--- src/rtl/dram_map_pkg.sv ---
package dram_map_pkg;

    localparam int OFF_W  = 6;
    localparam int CH_W   = 1;
    localparam int COL_W  = 7;
    localparam int BANK_W = 3;
    localparam int RANK_W = 1;
    localparam int ROW_W  = 15;

    localparam int CH_LSB   = OFF_W;
    localparam int COL_LSB  = CH_LSB + CH_W;
    localparam int BSEL_LSB = COL_LSB + COL_W;
    localparam int RANK_LSB = BSEL_LSB + BANK_W;
    localparam int ROW_LSB  = RANK_LSB + RANK_W;
    localparam int USED_W   = ROW_LSB + ROW_W;

    localparam int IDX_W    = CH_W + RANK_W + BANK_W;
    localparam int N_BANKS  = 1 << IDX_W;

    typedef enum logic [1:0] {
        CLS_HIT      = 2'd0,
        CLS_ACT      = 2'd1,
        CLS_CONFLICT = 2'd2
    } access_cls_e;

    typedef struct packed {
        logic [CH_W-1:0]   ch;
        logic [RANK_W-1:0] rank;
        logic [BANK_W-1:0] bank;
        logic [ROW_W-1:0]  row;
        logic [COL_W-1:0]  col;
        logic [OFF_W-1:0]  off;
    } dram_loc_t;

    function automatic dram_loc_t split_addr(input logic [USED_W-1:0] a);
        dram_loc_t l;
        l.off  = a[CH_LSB-1:0];
        l.ch   = a[COL_LSB-1:CH_LSB];
        l.col  = a[BSEL_LSB-1:COL_LSB];
        l.rank = a[ROW_LSB-1:RANK_LSB];
        l.row  = a[USED_W-1:ROW_LSB];
        l.bank = a[RANK_LSB-1:BSEL_LSB] ^ a[ROW_LSB+BANK_W-1:ROW_LSB];
        return l;
    endfunction

    function automatic logic [IDX_W-1:0] bank_index(input dram_loc_t l);
        return {l.ch, l.rank, l.bank};
    endfunction

endpackage

--- src/rtl/addr_splitter.sv ---
module addr_splitter
    import dram_map_pkg::*;
#(
    parameter int ADDR_W = 40
) (
    input  logic [ADDR_W-1:0] addr,
    output dram_loc_t         loc
);
    assign loc = split_addr(addr[USED_W-1:0]);

    generate
        if (ADDR_W > USED_W) begin : g_hi
            logic unused_hi;
            assign unused_hi = ^addr[ADDR_W-1:USED_W];
        end
    endgenerate
endmodule

--- src/rtl/open_row_table.sv ---
module open_row_table
    import dram_map_pkg::*;
(
    input  logic                clk,
    input  logic                rst,
    input  logic                wr_en,
    input  logic [IDX_W-1:0]    idx,
    input  logic [ROW_W-1:0]    row,
    output access_cls_e         cls
);
    logic [N_BANKS-1:0] valid_q;
    logic [ROW_W-1:0]   row_q [N_BANKS];

    always_comb begin
        if (!valid_q[idx])
            cls = CLS_ACT;
        else if (row_q[idx] == row)
            cls = CLS_HIT;
        else
            cls = CLS_CONFLICT;
    end

    always_ff @(posedge clk) begin
        if (rst) begin
            valid_q <= '0;
        end else if (wr_en) begin
            valid_q[idx] <= 1'b1;
        end
    end

    always_ff @(posedge clk) begin
        if (wr_en)
            row_q[idx] <= row;
    end

    // the bank just accessed is open on the row just accessed
    a_r5_row_opened: assert property (@(posedge clk) disable iff (rst)
        wr_en |=> (valid_q[$past(idx)] && row_q[$past(idx)] == $past(row)));

    // an access that just opened a row hits it when repeated
    a_r4_repeat_hits: assert property (@(posedge clk) disable iff (rst)
        (wr_en && $past(wr_en) && idx == $past(idx) && row == $past(row) && !$past(rst))
        |-> cls == CLS_HIT);
endmodule

--- src/rtl/act_counter.sv ---
module act_counter #(
    parameter int CNT_W = 32
) (
    input  logic             clk,
    input  logic             rst,
    input  logic             clr,
    input  logic             inc,
    output logic [CNT_W-1:0] count
);
    localparam logic [CNT_W-1:0] MAX = '1;
    localparam logic [CNT_W-1:0] ONE = CNT_W'(1);

    always_ff @(posedge clk) begin
        if (rst)
            count <= '0;
        else if (clr)
            count <= inc ? ONE : '0;
        else if (inc && count != MAX)
            count <= count + ONE;
    end

    a_r7_count_step: assert property (@(posedge clk) disable iff (rst)
        (!clr && inc && count != MAX) |=> count == $past(count) + ONE);

    a_r7_saturate: assert property (@(posedge clk) disable iff (rst)
        (!clr && count == MAX) |=> count == MAX);

    a_r8_clear: assert property (@(posedge clk) disable iff (rst)
        (clr && !inc) |=> count == '0);
endmodule

--- src/rtl/sbdr_tracker.sv ---
module sbdr_tracker
    import dram_map_pkg::*;
(
    input  logic      clk,
    input  logic      rst,
    input  logic      accept,
    input  dram_loc_t loc,
    output logic      sbdr
);
    logic      prev_valid_q;
    dram_loc_t prev_q;

    assign sbdr = prev_valid_q
               && bank_index(prev_q) == bank_index(loc)
               && prev_q.row != loc.row;

    always_ff @(posedge clk) begin
        if (rst)
            prev_valid_q <= 1'b0;
        else if (accept)
            prev_valid_q <= 1'b1;
    end

    always_ff @(posedge clk) begin
        if (accept)
            prev_q <= loc;
    end
endmodule

--- src/rtl/dram_addr_mapper.sv ---
module dram_addr_mapper
    import dram_map_pkg::*;
#(
    parameter int ADDR_W = 40,
    parameter int CNT_W  = 32
) (
    input  logic              clk,
    input  logic              rst,
    input  logic              req_valid,
    output logic              req_ready,
    input  logic [ADDR_W-1:0] req_addr,
    input  logic              cnt_clear,
    output logic              rsp_valid,
    output logic [5:0]        rsp_offset,
    output logic [6:0]        rsp_column,
    output logic              rsp_channel,
    output logic              rsp_rank,
    output logic [2:0]        rsp_bank,
    output logic [14:0]       rsp_row,
    output logic [1:0]        rsp_class,
    output logic              rsp_sbdr,
    output logic [CNT_W-1:0]  act_count
);
    logic        ready_q;
    logic        accept;
    dram_loc_t   loc;
    access_cls_e cls;
    logic        sbdr_now;

    logic        rsp_valid_q;
    dram_loc_t   loc_q;
    access_cls_e cls_q;
    logic        sbdr_q;

    assign accept = req_valid && ready_q;

    addr_splitter #(.ADDR_W(ADDR_W)) u_split (
        .addr (req_addr),
        .loc  (loc)
    );

    open_row_table u_table (
        .clk   (clk),
        .rst   (rst),
        .wr_en (accept),
        .idx   (bank_index(loc)),
        .row   (loc.row),
        .cls   (cls)
    );

    sbdr_tracker u_sbdr (
        .clk    (clk),
        .rst    (rst),
        .accept (accept),
        .loc    (loc),
        .sbdr   (sbdr_now)
    );

    act_counter #(.CNT_W(CNT_W)) u_cnt (
        .clk   (clk),
        .rst   (rst),
        .clr   (cnt_clear),
        .inc   (accept && cls != CLS_HIT),
        .count (act_count)
    );

    always_ff @(posedge clk) begin
        if (rst) begin
            ready_q     <= 1'b0;
            rsp_valid_q <= 1'b0;
            sbdr_q      <= 1'b0;
            cls_q       <= CLS_HIT;
        end else begin
            ready_q     <= 1'b1;
            rsp_valid_q <= accept;
            sbdr_q      <= accept && sbdr_now;
            if (accept)
                cls_q <= cls;
        end
    end

    always_ff @(posedge clk) begin
        if (accept)
            loc_q <= loc;
    end

    assign req_ready   = ready_q;
    assign rsp_valid   = rsp_valid_q;
    assign rsp_offset  = loc_q.off;
    assign rsp_column  = loc_q.col;
    assign rsp_channel = loc_q.ch;
    assign rsp_rank    = loc_q.rank;
    assign rsp_bank    = loc_q.bank;
    assign rsp_row     = loc_q.row;
    assign rsp_class   = cls_q;
    assign rsp_sbdr    = sbdr_q;

    a_r3_rsp_after_accept: assert property (@(posedge clk) disable iff (rst)
        (req_valid && req_ready) |=> rsp_valid);

    a_r3_no_spurious_rsp: assert property (@(posedge clk) disable iff (rst)
        !(req_valid && req_ready) |=> !rsp_valid);

    a_r4_class_legal: assert property (@(posedge clk) disable iff (rst)
        rsp_valid |-> rsp_class != 2'd3);

    a_r9_sbdr_only_valid: assert property (@(posedge clk) disable iff (rst)
        rsp_sbdr |-> (rsp_valid && rsp_class == 2'd2));
endmodule

--- config.mk ---
export PLATFORM = sky130hd
export DESIGN_NAME = dram_addr_mapper
export DESIGN_NICKNAME = d
export VERILOG_FILES = /design/src/rtl/dram_map_pkg.sv /design/src/rtl/addr_splitter.sv /design/src/rtl/open_row_table.sv /design/src/rtl/act_counter.sv /design/src/rtl/sbdr_tracker.sv /design/src/rtl/dram_addr_mapper.sv
export SDC_FILE = /design/constraint.sdc
export NUM_CORES = 1
export LEC_CHECK = 0
export BUFFER_PORTS_ARGS = -buffer_cell sky130_fd_sc_hd__buf_2
export CAP_MARGIN = 20
export CORE_MARGIN = 8
export CORE_UTILIZATION = 46
export CTS_CLUSTER_SIZE = 14
export DETAILED_ROUTE_END_ITERATION = 16
export PLACE_DENSITY = 0.73
export SETUP_SLACK_MARGIN = 0.2
export SYNTH_ARGS = -nofsm -noshare
export SYNTH_HDL_FRONTEND = slang
export SYNTH_SLANG_ARGS = --single-unit
--- constraint.sdc ---
create_clock -name clk -period 2.85 [get_ports clk]
set_clock_uncertainty 0.1 [all_clocks]
set_input_delay 0.1425 -clock clk [delete_from_list [all_inputs] [get_ports clk]]
set_output_delay 0.1425 -clock clk [all_outputs]
set_load 0.1 [all_outputs]
Yosys cells after proc, flatten, opt, wreduce, memory -nomap -nowiden
Memories as Yosys holds them, arrays and structs flattened.
Index checks and enable logic that the tools add are counted.
{ "word_totals": {"inputBits": 44, "regBits": 103, "ramBits": 480, "word_cells": 44, "n_memories": 1, "out_inout_bits": 70} }
{ "op_classes": {"n_eq_ne": 4, "addsub": 1, "order_cmp": 2, "reduce_logical": 9, "bitwise_logic": 2, "muxes": 12} }
{ "memory_table": {"columns": ["name", "words", "word_bits", "rd", "rd_clocked_by_memory_dff", "wr", "line_no", "text"], "rows": [
  ["u_table.row_q", 32, 15, 1, 0, 1, "open_row_table.sv:12", "logic [ROW_W-1:0] row_q [N_BANKS];"]
]} }
{ "op_table": {"columns": ["cell", "count"], "rows": [
  ["$mux W32", 2],
  ["$add A32 B1 Y32 const B", 1],
  ["$ne A32 B32 Y1 const B", 1],
  ["$or A32 B32 Y32", 1],
  ["$eq A15 B15 Y1", 1],
  ["$ne A15 B15 Y1", 1],
  ["$logic_and A1 B1 Y1", 7],
  ["$lt A5 B6 Y1 const B", 1],
  ["$mux W1", 6],
  ["$bmux W1 S5", 1],
  ["$demux W1 S5", 1],
  ["$eq A5 B5 Y1", 1],
  ["$ge A5 B1 Y1 const B", 1],
  ["$mux W2", 2],
  ["$reduce_bool A2 Y1", 2],
  ["$xor A3 B3 Y3", 1]
]} }

Depth between registers and ports, before layout
An unclocked memory read counts as a cell.
{ "logic_depth": {"word_depth": 10, "mapped_depth": 17, "depth_no_buf": 11} }

Hierarchy
Synthesis repeated with hierarchy kept, for this count alone.
{ "unflattened": {"hier_cells": 1480, "area_unflattened_um2": 23850.4} }
{ "by_module_without_submodules": {"columns": ["module", "cells_per_inst", "area_each_um2", "seq_area_each_um2", "n_inst"], "rows": [
  ["open_row_table", 1141, 19840.3, 15054.4, 1],
  ["act_counter", 206, 1746.7, 640.6, 1],
  ["dram_addr_mapper", 49, 1157.4, 1091.0, 1],
  ["sbdr_tracker", 51, 854.6, 620.6, 1],
  ["addr_splitter", 33, 251.5, 0.0, 1]
]} }

Least setup slack after synthesis
OpenSTA, ideal clock, no wires.
{ "synth_timing": {"path_kind": "flip-flop to flip-flop", "from": "register u_cnt.count[3]", "to": "register u_cnt.count[0]", "setup_ns": 0.101, "period_less_slack_ns": 3.507, "t_required_ns": 2.649, "setup_slack_ns": -0.657, "arrival_time_ns": 3.306, "stages_incl_launch_ff": 12, "n_path_buf": 2, "cell_sequence": "dfxtp_1 -> and4_1 -> and3_1 -> nand4_1 -> nor4_1 -> and3_1 -> nand4_1 -> nand2_1 -> clkbuf_1 -> clkbuf_1 -> nor2_1 -> o41ai_1"} }
{ "synth_between": {"elab_chain_cells": 3} }
{ "synth_rtl": {"columns": ["element", "line_no", "text"], "rows": [
  ["start, declared", "act_counter.sv:8", "output logic [CNT_W-1:0] count"],
  ["start signal, assigned", "act_counter.sv:17", "count <= inc ? ONE : '0;"],
  ["start signal, assigned", "act_counter.sv:19", "count <= count + ONE;"],
  ["$ne A32 B32 Y1", "act_counter.sv:18", "else if (inc && count != MAX)"],
  ["$logic_and A1 B1 Y1", "act_counter.sv:18", null],
  ["$reduce_bool A2 Y1 (no line)", null, null]
]} }
No other way between the ends.
A chain may end at the register's enable or synchronous reset.

Final worst setup path
{ "layout_timing": {"from": "memory u_table.row_q[17][10]", "to": "register u_cnt.count[22]"} }
{ "layout_between": {"elab_chain_cells": 8} }
{ "layout_rtl": {"columns": ["element", "line_no", "text"], "rows": [
  ["start, declared", "open_row_table.sv:12", null],
  ["$mem_v2 Z32 W15", null, null],
  ["$eq A15 B15 Y1", "open_row_table.sv:17", "else if (row_q[idx] == row)"],
  ["$mux W2", "open_row_table.sv:17", null],
  ["$mux W2", "open_row_table.sv:15", "if (!valid_q[idx])"],
  ["$reduce_bool A2 Y1", "dram_addr_mapper.sv:63", ".inc (accept && cls != CLS_HIT),"],
  ["$logic_and A1 B1 Y1", "dram_addr_mapper.sv:63", null],
  ["$logic_and A1 B1 Y1", "act_counter.sv:18", null],
  ["$reduce_bool A2 Y1 (no line)", null, null]
]} }
No other way between the ends.

==> metrics <==
status completed; register area roughly 0.017 mm²; Routed wire per std cell 26.3 µm; Buffers on Ports about 110; total of max-cap violations 0; utilization after layout 0.586; share of async-settable or async-resettable flops after synthesis 0; total power approximately 0.019 W; CTS sink cnt 583; final hold vios 0; H-tree depth 2; PD cells roughly 650 mW/mm²; fin crit period roughly 2.8 ns; maximum VDD drop approximately 0.55 mV; wire length on met2 between 30000 and 40000 µm; critical path arrival roughly 3.3 ns; DRT iter0 DRCs around 2400; cell chosen for the clock root clkbuf_16; vias in the first global route ~16000; drt via density 6.07; Slew HR 0.320; Setup Viol. Count Final 0; Slew @ Worst Pin 1.02 ns; required time worst endpoint 3.29 ns; Synth warnings 0; leakage power between 10 and 15 nW; first-pass GRT wire length roughly 100000 µm; post-synthesis register bit count 583; post-synthesis sequential area ratio 0.731; unrepaired setup endpoints after global routing true; synth-to-layout area growth 26.8%; clk_lat worst skew about 0.62 ns; Syn Area/Cell about 13 µm²; hpwl dp about 44000 µm; Max Clock Freq between 300 and 400 MHz; Layout Cells excl Fill roughly 2800; die height ~240 µm; Worst Hold Class in -> reg; Remaining Overflow, GRT 0; Max Fanout on Critical Path 11; clock-pin slew on the worst setup and hold paths approximately 0.06 ns; GRT Util Overall 0.246; CTS tree done; die area 0.0574 mm²; met3 WL 7540 µm; 1st-pass router iterations 6; Main synth FF type edfxtp_1; kind of end point of the critical path flip-flop; uppermost layer routed met5; placed instance count around 2600; leading cell type in the layout, fill and taps excluded edfxtp_1; largest net degree at the start of global routing 52; CTS Buf Count between 50 and 60; chip width ~240 µm; # IOs 114; Slew Limit Fails 0; Post-DP Area between 0.02 and 0.03 mm²; nets 2092; crit share post-route 0.995; share of cells above drive strength 1 0.273; area of the multi-input gates between 0.006 and 0.007 mm²; Routed Wire Length 72900 µm; most frequent cells in the layout 513 x edfxtp_1, 387 x nand2_1, 169 x nand3_1; Setup crit start kind flip-flop; antenna-violating nets left 0; CTS max path bufs 3; EDFF count, synth roughly 510; drt drc 0; post-route cell area a little under 0.03 mm²; vias after detailed routing between 15000 and 20000; Fillers between 3000 and 4000; gpl congestion around 0.93; DRT met1 WL roughly 27000 µm; num rows between 80 and 90; Syn Inst Count 1736; initial antenna violation count 3; Synth cell types 47; syn_nets 1781; WS Path Type reg -> reg; starting density of the core 0.462; Mapped Area 0.0230 mm²; core area 0.0498 mm²
-- synthesized netlist by cell type, types with 3 or more instances --
master    count  area [µm²]
a21oi_1      18        90.1
a22oi_1      10        75.1
a32oi_1      42         368
and2_1        3        18.8
and3_1       15        93.8
and4_1       11        96.3
buf_1         8        30.0
buf_2        25         125
buf_4         9        67.6
clkbuf_1     53         199
dfxtp_1      70        1400
edfxtp_1    513       15400
inv_1         5        18.8
inv_2         3        11.3
mux2i_1      58         581
mux4_2        8         180
nand2_1     390        1460
nand3_1     174         871
nand4_1      62         388
nor2_1      112         420
nor3_1       20         100
nor4_1        8        50.1
o211ai_1     11        82.6
o21ai_0       8        40.0
o31ai_1       9        67.6
or3_1         8        50.1
or4_1        22         165
xnor2_1      25         219
xor2_1       11        96.3
-- flip-flops by register name, indices dropped and copies added (netlist names) --
signal and flops:
rsp_column 7, u_sbdr.prev_valid_q 1, rsp_offset 6, u_table.valid_q 32, u_cnt.count 32, rsp_class 2
rsp_sbdr 1, rsp_valid 1, req_ready 1, u_sbdr.prev_q 20, u_table.row_q 480
-- per-layer routing --
metal / track usage / vias up
met3: 0.0556 / 287
met5: 0 / -
met1: 0.310 / 8292
met2: 0.395 / 1117
met4: 0.128 / 2
li1: - / 7103
-- cell families (layout without fill, tap and decap cells) --
group	Yosys count	count (layout)	share of synthesized area
multiplexers	66	66	0.0331
XOR/XNOR	38	38	0.0151
flip-flops	583	583	0.731
AND/OR/NAND/NOR	835	835	0.165
adder cells (fa/ha/maj)	1	1	0.000544
AO/OA/AOI/OAI	107	107	0.0345
buffers and inverters	106	466	0.0208
other	0	1	0
-- cell type report --
type / count / share of cell area
antenna: 1 / 0.0000858
clock buffer: 65 / 0.0507
clock inverter: 43 / 0.0141
inverter: 9 / 0.00180
multi-input combinational: 1047 / 0.218
sequential: 583 / 0.578
tap: 672 / 0.0288
timing repair buffer: 347 / 0.107
timing repair inverter: 2 / 0.000772
-- worst max-delay path, cell delays in order (launching register included) --
cell and delay [ns]:
edfxtp_1 0.39, mux2i_1 0.15, a32oi_2 0.26, nand4_1 0.19, nor3_2 0.23, xnor2_2 0.14
and4_4 0.23, and4_4 0.20, buf_12 0.15, buf_12 0.13, or4_1 0.40, a21oi_1 0.16
-- worst paths after layout --
kind | start | to | slack, ns | depth (start not counted)
worst max register to register | u_table.row_q[17][10] | u_cnt.count[22] | 0.01 | 11
worst max-delay path | u_table.row_q[17][10] | u_cnt.count[22] | 0.01 | 11
worst min register to register | u_table.valid_q[8] | u_table.valid_q[8] | 0.37 | 2
worst min-delay path | req_addr[31] | u_table.row_q[28][13] | 0.02 | 2
-- where the power goes --
part | switching, W | leakage (nW) | total, W | internal [W]
Sequential | 0.0000260 | 5.21 | 0.00937 | 0.00935
Clock | 0.00325 | 0.925 | 0.00762 | 0.00437
Combinational | 0.00129 | 4.32 | 0.00204 | 0.000747
Total | 0.00457 | 10.5 | 0.0190 | 0.0145
-- stage by stage --
stage / setup TNS [ns] / hold slack (ns) / setup slack (ns)
after CTS: 0 / 0.00132 / 0.107
after detailed placement: -24.76 / 0.221 / -0.855
after global routing: -0.144 / 0.0260 / -0.0327
after global placement: -22.31 / 0.218 / -0.759
after floorplan: 0 / 0.137 / 0.0524
final: 0 / 0.0188 / 0.0150
-- timing repair --
item,CTS,global route
endpoints found under the setup margin,33,34
gates cloned,6,3
buffers inserted,24,10
pin swaps,44,34
gates resized for setup,81,52
hold buffers,19,0
hold endpoints to repair,84,0
Note: power is estimated with default switching activity, not from simulation.
